## src/rtl/upd_pkg.sv

```systemverilog
package upd_pkg;
   typedef enum logic [1:0] {
      ST_IDLE   = 2'd0,
      ST_HOLD   = 2'd1,
      ST_EXTEND = 2'd2,
      ST_DRAIN  = 2'd3
   } upd_state_e;
endpackage

```

## src/rtl/upd_win_cnt.sv

```systemverilog
module upd_win_cnt #(
   parameter int CNT_W = 8
) (
   input  logic             clk_i,
   input  logic             rst_ni,
   input  logic             load_i,
   input  logic             run_i,
   input  logic [CNT_W-1:0] min_i,
   input  logic [CNT_W-1:0] max_i,
   output logic             min_hit_o,
   output logic             max_hit_o
);
   localparam logic [CNT_W-1:0] CNT_ONE = CNT_W'(1);
   localparam logic [CNT_W-1:0] CNT_TOP = {CNT_W{1'b1}};

   logic [CNT_W-1:0] cnt_q, min_q, max_q;

   // cnt_q holds the number of request cycles so far, counting the current one
   always_ff @(posedge clk_i or negedge rst_ni) begin
      if (!rst_ni) begin
         cnt_q <= '0;
         min_q <= '0;
         max_q <= '0;
      end else if (load_i) begin
         cnt_q <= CNT_ONE;
         min_q <= min_i;
         max_q <= max_i;
      end else if (run_i && cnt_q != CNT_TOP) begin
         cnt_q <= cnt_q + CNT_ONE;
      end
   end

   assign min_hit_o = cnt_q >= min_q;
   assign max_hit_o = cnt_q >= max_q;
endmodule

```

## src/rtl/upd_seq_fsm.sv

```systemverilog
module upd_seq_fsm
   import upd_pkg::*;
(
   input  logic clk_i,
   input  logic rst_ni,
   input  logic trig_i,
   input  logic ack_i,
   input  logic min_hit_i,
   input  logic max_hit_i,
   output logic load_o,
   output logic req_o,
   output logic block_o,
   output logic done_o,
   output logic timeout_o
);
   upd_state_e state_q, state_d;
   logic       to_q, to_set;

   always_comb begin
      state_d = state_q;
      load_o  = 1'b0;
      to_set  = 1'b0;
      unique case (state_q)
         ST_IDLE: begin
            if (trig_i) begin
               state_d = ST_HOLD;
               load_o  = 1'b1;
            end
         end
         ST_HOLD: begin
            if (ack_i && max_hit_i) begin
               state_d = ST_DRAIN;
               to_set  = 1'b1;
            end else if (min_hit_i) begin
               state_d = ack_i ? ST_EXTEND : ST_DRAIN;
            end
         end
         ST_EXTEND: begin
            if (!ack_i) begin
               state_d = ST_DRAIN;
            end else if (max_hit_i) begin
               state_d = ST_DRAIN;
               to_set  = 1'b1;
            end
         end
         ST_DRAIN: begin
            if (!ack_i) state_d = ST_IDLE;
         end
         default: state_d = ST_IDLE;
      endcase
   end

   always_ff @(posedge clk_i or negedge rst_ni) begin
      if (!rst_ni) begin
         state_q <= ST_IDLE;
         to_q    <= 1'b0;
      end else begin
         state_q <= state_d;
         if (load_o)      to_q <= 1'b0;
         else if (to_set) to_q <= 1'b1;
      end
   end

   assign req_o     = (state_q == ST_HOLD) || (state_q == ST_EXTEND);
   assign block_o   = (state_q != ST_IDLE);
   assign done_o    = (state_q == ST_DRAIN) && !ack_i;
   assign timeout_o = to_q;
endmodule

```

## src/rtl/phy_upd_window.sv

```systemverilog
module phy_upd_window #(
   parameter int CNT_W   = 8,
   parameter bit ACK_USE = 1'b1
) (
   input  logic             clk_i,
   input  logic             rst_ni,
   input  logic             trig_i,
   input  logic [CNT_W-1:0] min_cyc_i,
   input  logic [CNT_W-1:0] max_cyc_i,
   input  logic             ack_i,
   output logic             req_o,
   output logic             block_o,
   output logic             done_o,
   output logic             timeout_o
);
   logic ack_eff, load, min_hit, max_hit;

   if (CNT_W < 2) begin : g_bad_width
      $error("phy_upd_window: CNT_W must be at least 2");
   end

   if (ACK_USE) begin : g_ack
      assign ack_eff = ack_i;
   end else begin : g_no_ack
      assign ack_eff = 1'b0;
   end

   upd_win_cnt #(.CNT_W(CNT_W)) i_cnt (
      .clk_i     (clk_i),
      .rst_ni    (rst_ni),
      .load_i    (load),
      .run_i     (req_o),
      .min_i     (min_cyc_i),
      .max_i     (max_cyc_i),
      .min_hit_o (min_hit),
      .max_hit_o (max_hit)
   );

   upd_seq_fsm i_fsm (
      .clk_i     (clk_i),
      .rst_ni    (rst_ni),
      .trig_i    (trig_i),
      .ack_i     (ack_eff),
      .min_hit_i (min_hit),
      .max_hit_i (max_hit),
      .load_o    (load),
      .req_o     (req_o),
      .block_o   (block_o),
      .done_o    (done_o),
      .timeout_o (timeout_o)
   );
endmodule

```

## config.mk

```make
export PLATFORM = sky130hd
export DESIGN_NAME = phy_upd_window
export DESIGN_NICKNAME = d
export VERILOG_FILES = /design/src/rtl/upd_pkg.sv /design/src/rtl/upd_win_cnt.sv /design/src/rtl/upd_seq_fsm.sv /design/src/rtl/phy_upd_window.sv
export SDC_FILE = /design/constraint.sdc
export NUM_CORES = 1
export LEC_CHECK = 0
export CAP_MARGIN = 20
export CORE_MARGIN = 4
export CORE_UTILIZATION = 55
export CTS_CLUSTER_DIAMETER = 40
export DETAILED_ROUTE_END_ITERATION = 12
export DONT_BUFFER_PORTS = 1
export GPL_TIMING_DRIVEN = 1
export PLACE_DENSITY = 0.78
export SYNTH_ARGS = -nofsm -noshare
export SYNTH_HDL_FRONTEND = slang
export SYNTH_SLANG_ARGS = --single-unit
export TNS_END_PERCENT = 20
```

## constraint.sdc

```tcl
create_clock -name clk_i -period 2.3 [get_ports clk_i]
set_clock_uncertainty 0.1 [all_clocks]
set_input_delay 0.345 -clock clk_i [delete_from_list [all_inputs] [get_ports clk_i]]
set_output_delay 0.345 -clock clk_i [all_outputs]
set_load 0.05 [all_outputs]
```

==> out/results.ini, run 1 <==
[power_and_ir_drop]
irDropWorstVdd_mv = 0.825
power_frac_seq = 0.354
pwr-share-clk = 0.092
p_total_mw = 2.35
intPower_mw = 1.28
leakagePower_nw = 0.850
comb_power_share = 0.554
pwr_density_cell_mw_per_mm2 = 1380
p_sw_mw = 1.07
switching_share = 0.455

[worst_setup_path]
crit_required_ps = 2430
critPathMaxFanout = 5
cp-end-kind = register
worstReg2RegStart = i_cnt.cnt_q[1]$_DFFE_PN0P_
critPathLaunchType = register
timing.rr.end = i_fsm.state_q[0]$_DFFE_PN0P_
rr_worst_depth = 7
rrSetupSlack_ps = 180
critical_path_class = register to register
cp.arrival_ps = 2250

[global_routing]
antenna_found_initial = 0
grt_pass1_wl_um = 5210
grt_max_degree = 39
grt_pass1_vias = 1239
overflow = 0
grtUsageTotal = 0.182

[placed_design]
place_congestion = 0.892
port_buffers = 0
dp_hpwl_um = 2350

[clocking]
cts_buffer_depth = 2
clkLatencyLatePin_ps = 330
cts_sinks = 27
cts-buffers-inserted = 3
clk_pin_slew_ps = 150
htreeDepth = 1
cts_root_buffer = clkbuf_4
cts_tree = built

[sta]
fin_setup_tns_ps = 0
slew_viol_final = 0
worst-slew-pin-transition_ps = 474
setup_viol = 0
slew_headroom = 0.684
hold_slack_ps = 4.51
period_minus_slack_ps = 2120
finalCritPeriodShare = 0.921
grt_setup_unrepaired = no
hold_violations = 0
fmax_mhz = 472

[yosys]
ys_ff_latch = 27
synth.distinct_cells = 31
syn_inst = 170
yosys_warnings = 0
syn_avg_cell_area_um2 = 9.38
netlist_area_mm2 = 0.00159
yosysSeqAreaShare = 0.424
syn_nets = 212

[worst_hold_path]
hold-path-cell-count = 2
worstHoldEndpoint = i_cnt.min_q[0]$_DFFE_PN0P_
hp-start = min_cyc_i[0]
hp-class = input pin to register

[final_layout]
diodes = 0
drive_gt1_frac = 0.0682
area_growth_syn_to_layout_pct = 6.91
fin_util = 0.618
fin_nets = 219

[die]
die_area_mm2 = 0.00382
die_w_um = 61.8
num_rows = 19
floorplan.initialDensity = 0.578
die_height_um = 61.8
core_area_mm2 = 0.00276
num_io_pins = 24

[detailed_routing]
via_count = 1138
drt-vias-per-instance = 5.50
drc = 0
wl_per_cell_um = 14.4
routed_wl_um = 2990
drtAntennaViolNets = 0
drt_iter0_markers = 38
drt-pass1-iter-count = 4

[run_status]
status = finished clean

[flow_run]
maxCapViolations = 0

-- worst max path at each step --
stage                                      start                            to
finish                i_cnt.cnt_q[1]$_DFFE_PN0P_  i_fsm.state_q[0]$_DFFE_PN0P_
floorplan           i_fsm.state_q[1]$_DFFE_PN0P_    i_cnt.cnt_q[5]$_DFFE_PN0P_
CTS                   i_cnt.cnt_q[1]$_DFFE_PN0P_  i_fsm.state_q[1]$_DFFE_PN0P_
global route          i_cnt.cnt_q[3]$_DFFE_PN0P_  i_fsm.state_q[1]$_DFFE_PN0P_
detailed placement    i_cnt.cnt_q[1]$_DFFE_PN0P_  i_fsm.state_q[1]$_DFFE_PN0P_
global placement      i_cnt.cnt_q[1]$_DFFE_PN0P_  i_fsm.state_q[0]$_DFFE_PN0P_
-- power groups by stage --
stage               registers, mW  logic [mW]  clock network (mW)
finish                      0.832        1.30               0.215
global route                0.860        1.49               0.238
CTS                         0.832        1.32               0.209
detailed placement          0.845        1.30                   0
global placement            0.836        1.21                   0
floorplan                   0.810        1.02                   0
-- metrics by stage --
step,worst slack (ps),std cells,area (um2)
after floorplan,124,170,1590
after global placement,264,201,1650
after detailed placement,196,201,1650
after CTS,178,207,1700
after global routing,62.8,207,1700
final,181,207,1700
-- metal layers --
layer  vias up  wire (um)  GRT usage
li1        585          -          -
met1       531       1340      0.214
met2        18       1520      0.335
met3         4        105     0.0310
met4         0         23     0.0545
met5         -          0          0
-- flip-flops by register name (all words and copies together) (netlist names) --
signal / count
i_cnt.cnt_q: 8
i_cnt.max_q: 8
i_cnt.min_q: 8
i_fsm.state_q: 2
i_fsm.timeout_o: 1
-- worst max-delay path, cell delays in order (launching register included) --
cell	delay [ps]
dfrtp_1	460
ha_1	310
nor2b_1	140
o211a_1	210
o31ai_2	250
a31oi_1	110
or3_1	320
a2bb2oi_1	130
-- cell usage after synthesis --
cell	n	area, um2
a211oi_1	2	15.0
a21boi_1	1	7.51
a21oi_1	5	25.0
a22o_1	1	8.76
a22oi_1	1	7.51
a2bb2oi_1	2	17.5
a31oi_1	2	12.5
a41oi_4	1	27.5
and2_1	1	6.26
and3_2	1	7.51
and4_4	1	11.3
clkbuf_1	4	15.0
dfrtp_1	27	676
ha_1	22	275
inv_1	21	78.8
mux2i_1	2	20.0
nand2_1	28	105
nand3_1	2	10.0
nand4_1	1	6.26
nor2_1	12	45.0
nor2b_1	3	18.8
o211a_1	1	10.0
o211ai_1	1	7.51
o21ai_0	16	80.1
o21ai_1	1	5.00
o221ai_1	1	8.76
o31ai_2	1	12.5
o41ai_1	1	8.76
or3_1	2	12.5
xnor2_1	1	8.76
xor2_1	5	43.8
-- logic make-up after synthesis --
group / count (synthesis) / share of synthesized area
adder cells (fa/ha/maj): 22 / 0.173
AO/OA/AOI/OAI: 37 / 0.159
buffers and inverters: 25 / 0.0589
flip-flops: 27 / 0.424
multiplexers: 2 / 0.0126
XOR/XNOR: 6 / 0.0330
AND/OR/NAND/NOR: 51 / 0.140
-- what timing repair did --
item	in CTS	in global routing
setup buffers	0	0
hold buffers	2	0
hold endpoints to repair	27	0
resized for setup	0	0
-- final cells by class --
| cell class | count | area (um2) |
|---|---|---|
| multi-input combinational | 118 | 825 |
| sequential | 27 | 676 |
| fill | 240 | 1050 |
| clock buffer | 4 | 26.3 |
| timing repair buffer | 6 | 60.1 |
| inverter | 21 | 78.8 |
| tap | 31 | 38.8 |
-- placed cells by master (no fill, tap or decap), types with 2 or more instances in the layout --
cell	n
inv_1	21
a2bb2oi_1	2
a21oi_1	5
nand2_1	28
xor2_1	5
buf_4	4
nor2b_1	3
dfrtp_1	27
or3_1	2
clkbuf_4	3
mux2i_1	2
o21ai_0	16
nand3_1	2
a31oi_1	2
a211oi_1	2
ha_1	22
nor2_1	12
No activity file was read; power rests on OpenSTA's default activity.
==> inputs of run 2 (changes only) <==
--- a/config.mk
+++ b/config.mk
@@ -6,6 +6,7 @@
 export NUM_CORES = 1
 export LEC_CHECK = 0
 export CAP_MARGIN = 20
+export CORE_ASPECT_RATIO = 0.6
 export CORE_MARGIN = 4
 export CORE_UTILIZATION = 55
 export CTS_CLUSTER_DIAMETER = 40
==> run 2 against run 1 <==
Compared with the run above:
- first-iteration DRC count is 120% higher
- final area is 1.4% higher
- sequential cell count stayed put
- routed wire length is 8.3% higher
- global-route usage is 0.94 points higher
- clock-buffer cell count unchanged
- total power up 4.5%
- via count rose by 5.4%
- sequential power is 0.8% higher
- critical path depth unchanged
- critical endpoint is now i_fsm.state_q[1]$_DFFE_PN0P_
- largest power group unchanged
==> out/results.ini, run 2 (synthesis gave the netlist of run 1 again) <==
[run_status]
status = finished clean  ; unchanged

[sta]
slew_viol_final = 0  ; unchanged
period_minus_slack_ps = 2160  ; was 2120 ps
hold_slack_ps = 68.7  ; was 4.51 ps
worst-slew-pin-transition_ps = 468  ; was 474 ps
fin_setup_tns_ps = 0  ; unchanged
finalCritPeriodShare = 0.937  ; was 0.921
setup_viol = 0  ; unchanged
hold_violations = 0  ; unchanged
grt_setup_unrepaired = no  ; unchanged
layout_setup_ws_ps = 145  ; was 181 ps
slew_headroom = 0.688  ; was 0.684
fmax_mhz = 464  ; was 472 MHz

[flow_run]
maxCapViolations = 0  ; unchanged

[clocking]
cts_buffer_depth = 2  ; unchanged
clk_pin_slew_ps = 90  ; was 150 ps
cts-buffers-inserted = 3  ; unchanged
cts_tree = built  ; unchanged
htreeDepth = 1  ; unchanged
cts_sinks = 27  ; unchanged
clkLatencyLatePin_ps = 280  ; was 330 ps
cts_root_buffer = clkbuf_8  ; was clkbuf_4

[worst_setup_path]
critPathLaunchType = register  ; unchanged
crit_slowest_cell = dfrtp_1  ; unchanged
critPathMaxFanout = 6  ; was 5
cp_top_family = compound AO/OA/AOI/OAI gates  ; unchanged
crit_required_ps = 2400  ; was 2430 ps
crit_chain = ha_1 > o211ai_1 > a21oi_1 > o41ai_1 > a22oi_1 > o21ai_2 > mux2i_1  ; was ha_1 > nor2b_1 > o211a_1 > o31ai_2 > a31oi_1 > or3_1 > a2bb2oi_1
slowest_delay_ps = 480  ; was 460 ps
critPathBufInv = 0  ; unchanged
cp-end-kind = register  ; unchanged
critical_path_class = register to register  ; unchanged
cp.arrival_ps = 2260  ; was 2250 ps

[global_routing]
antenna_found_initial = 0  ; unchanged
grtUsageTotal = 0.191  ; was 0.182
grt_pass1_vias = 1222  ; was 1,239
overflow = 0  ; unchanged
grt_pass1_wl_um = 5690  ; was 5210 um
grt_max_degree = 39  ; unchanged

[power_and_ir_drop]
leakagePower_nw = 0.859  ; was 0.850 nW
pwr_density_cell_mw_per_mm2 = 1420  ; was 1380 mW/mm2
irDropWorstVdd_mv = 0.668  ; was 0.825 mV

[detailed_routing]
via_count = 1199  ; was 1,138
drt_iter0_markers = 82  ; was 38
drt-vias-per-instance = 5.76  ; was 5.50
drtAntennaViolNets = 0  ; unchanged
wl_per_cell_um = 15.6  ; was 14.4 um
drt-pass1-iter-count = 4  ; unchanged
routed_wl_um = 3240  ; was 2990 um
drc = 0  ; unchanged

[final_layout]
final_common_cell = nand2_1  ; unchanged
diodes = 0  ; unchanged
reg_top3 = i_cnt.cnt_q x8, i_cnt.max_q x8, i_cnt.min_q x8  ; unchanged
drive_gt1_frac = 0.0739  ; was 0.0682
fillers = 208  ; was 240
fin_nets = 219  ; unchanged
final_cell_mix = nand2_1 (28), dfrtp_1 (27), ha_1 (22)  ; unchanged
area_growth_syn_to_layout_pct = 8.40  ; was 6.91%

[placed_design]
port_buffers = 0  ; unchanged
place_congestion = 0.854  ; was 0.892
pre_cts_slack_ps = 172  ; was 196 ps
dp_hpwl_um = 2500  ; was 2350 um

[die]
die_height_um = 49.7  ; was 61.8 um
die_area_mm2 = 0.00385  ; was 0.00382 mm2
core_area_mm2 = 0.00263  ; was 0.00276 mm2
floorplan.initialDensity = 0.607  ; was 0.578
num_io_pins = 24  ; unchanged
die_w_um = 77.5  ; was 61.8 um
num_rows = 14  ; was 19

[worst_hold_path]
hp-class = input pin to register  ; unchanged

## run 2: changes by cell type in the layout (fill, tap and decap cells not counted)
cell | before | now
clkbuf_4 | 3 | 0
clkbuf_8 | 0 | 3
o21ai_1 | 1 | 0
o21ai_2 | 0 | 1
## run 2: worst paths after layout
kind / startpoint / end / cells past startpoint / slack [ps]
worst max-delay path: i_cnt.cnt_q[3]$_DFFE_PN0P_ / i_fsm.state_q[1]$_DFFE_PN0P_ / 7 / 140
worst min-delay path: min_cyc_i[0] / i_cnt.min_q[0]$_DFFE_PN0P_ / 2 / 70
worst max register to register: i_cnt.cnt_q[3]$_DFFE_PN0P_ / i_fsm.state_q[1]$_DFFE_PN0P_ / 7 / 140
worst min register to register: i_cnt.min_q[0]$_DFFE_PN0P_ / i_cnt.min_q[0]$_DFFE_PN0P_ / 2 / 400
max in group asynchronous: rst_ni / i_cnt.min_q[7]$_DFFE_PN0P_ / 2 / 1560
min in group asynchronous: rst_ni / i_cnt.max_q[1]$_DFFE_PN0P_ / 2 / 390
## run 2: timing repair
| item | in CTS | in global routing |
|---|---|---|
| buffers inserted | 0 | 0 |
| hold buffers | 2 | 0 |
| setup endpoints to repair | 0 | 2 |
| endpoints found under the hold margin | 27 | 0 |
| gates resized for setup | 0 | 1 |
## run 2: cell type report
type	instances	area, um2	area share
multi-input combinational	118	828	0.479
timing repair buffer	6	60.1	0.0348
sequential	27	676	0.391
inverter	21	78.8	0.0456
clock buffer	4	45.0	0.0261
tap	32	40.0	0.0232
## run 2: through the flow
stage	cells	util	total power, mW	cell area, um2
after floorplan	170	-	1.83	1590
after global placement	202	0.628	2.07	1650
after detailed placement	202	0.628	2.16	1650
after CTS	208	0.656	2.46	1720
after global routing	208	0.658	2.69	1730
final	208	0.658	2.46	1730
## run 2: report_power, final
| part | switching, mW | internal, mW |
|---|---|---|
| logic | 0.808 | 0.537 |
| registers | 0.155 | 0.684 |
| clock network | 0.149 | 0.124 |
## run 2: layer usage
metal | wire (um) | global-route usage | share of wire
met5 | 0 | 0 | 0
met3 | 235 | 0.0655 | 0.073
met1 | 1420 | 0.239 | 0.44
met4 | 31 | 0.0592 | 0.0096
met2 | 1550 | 0.314 | 0.48
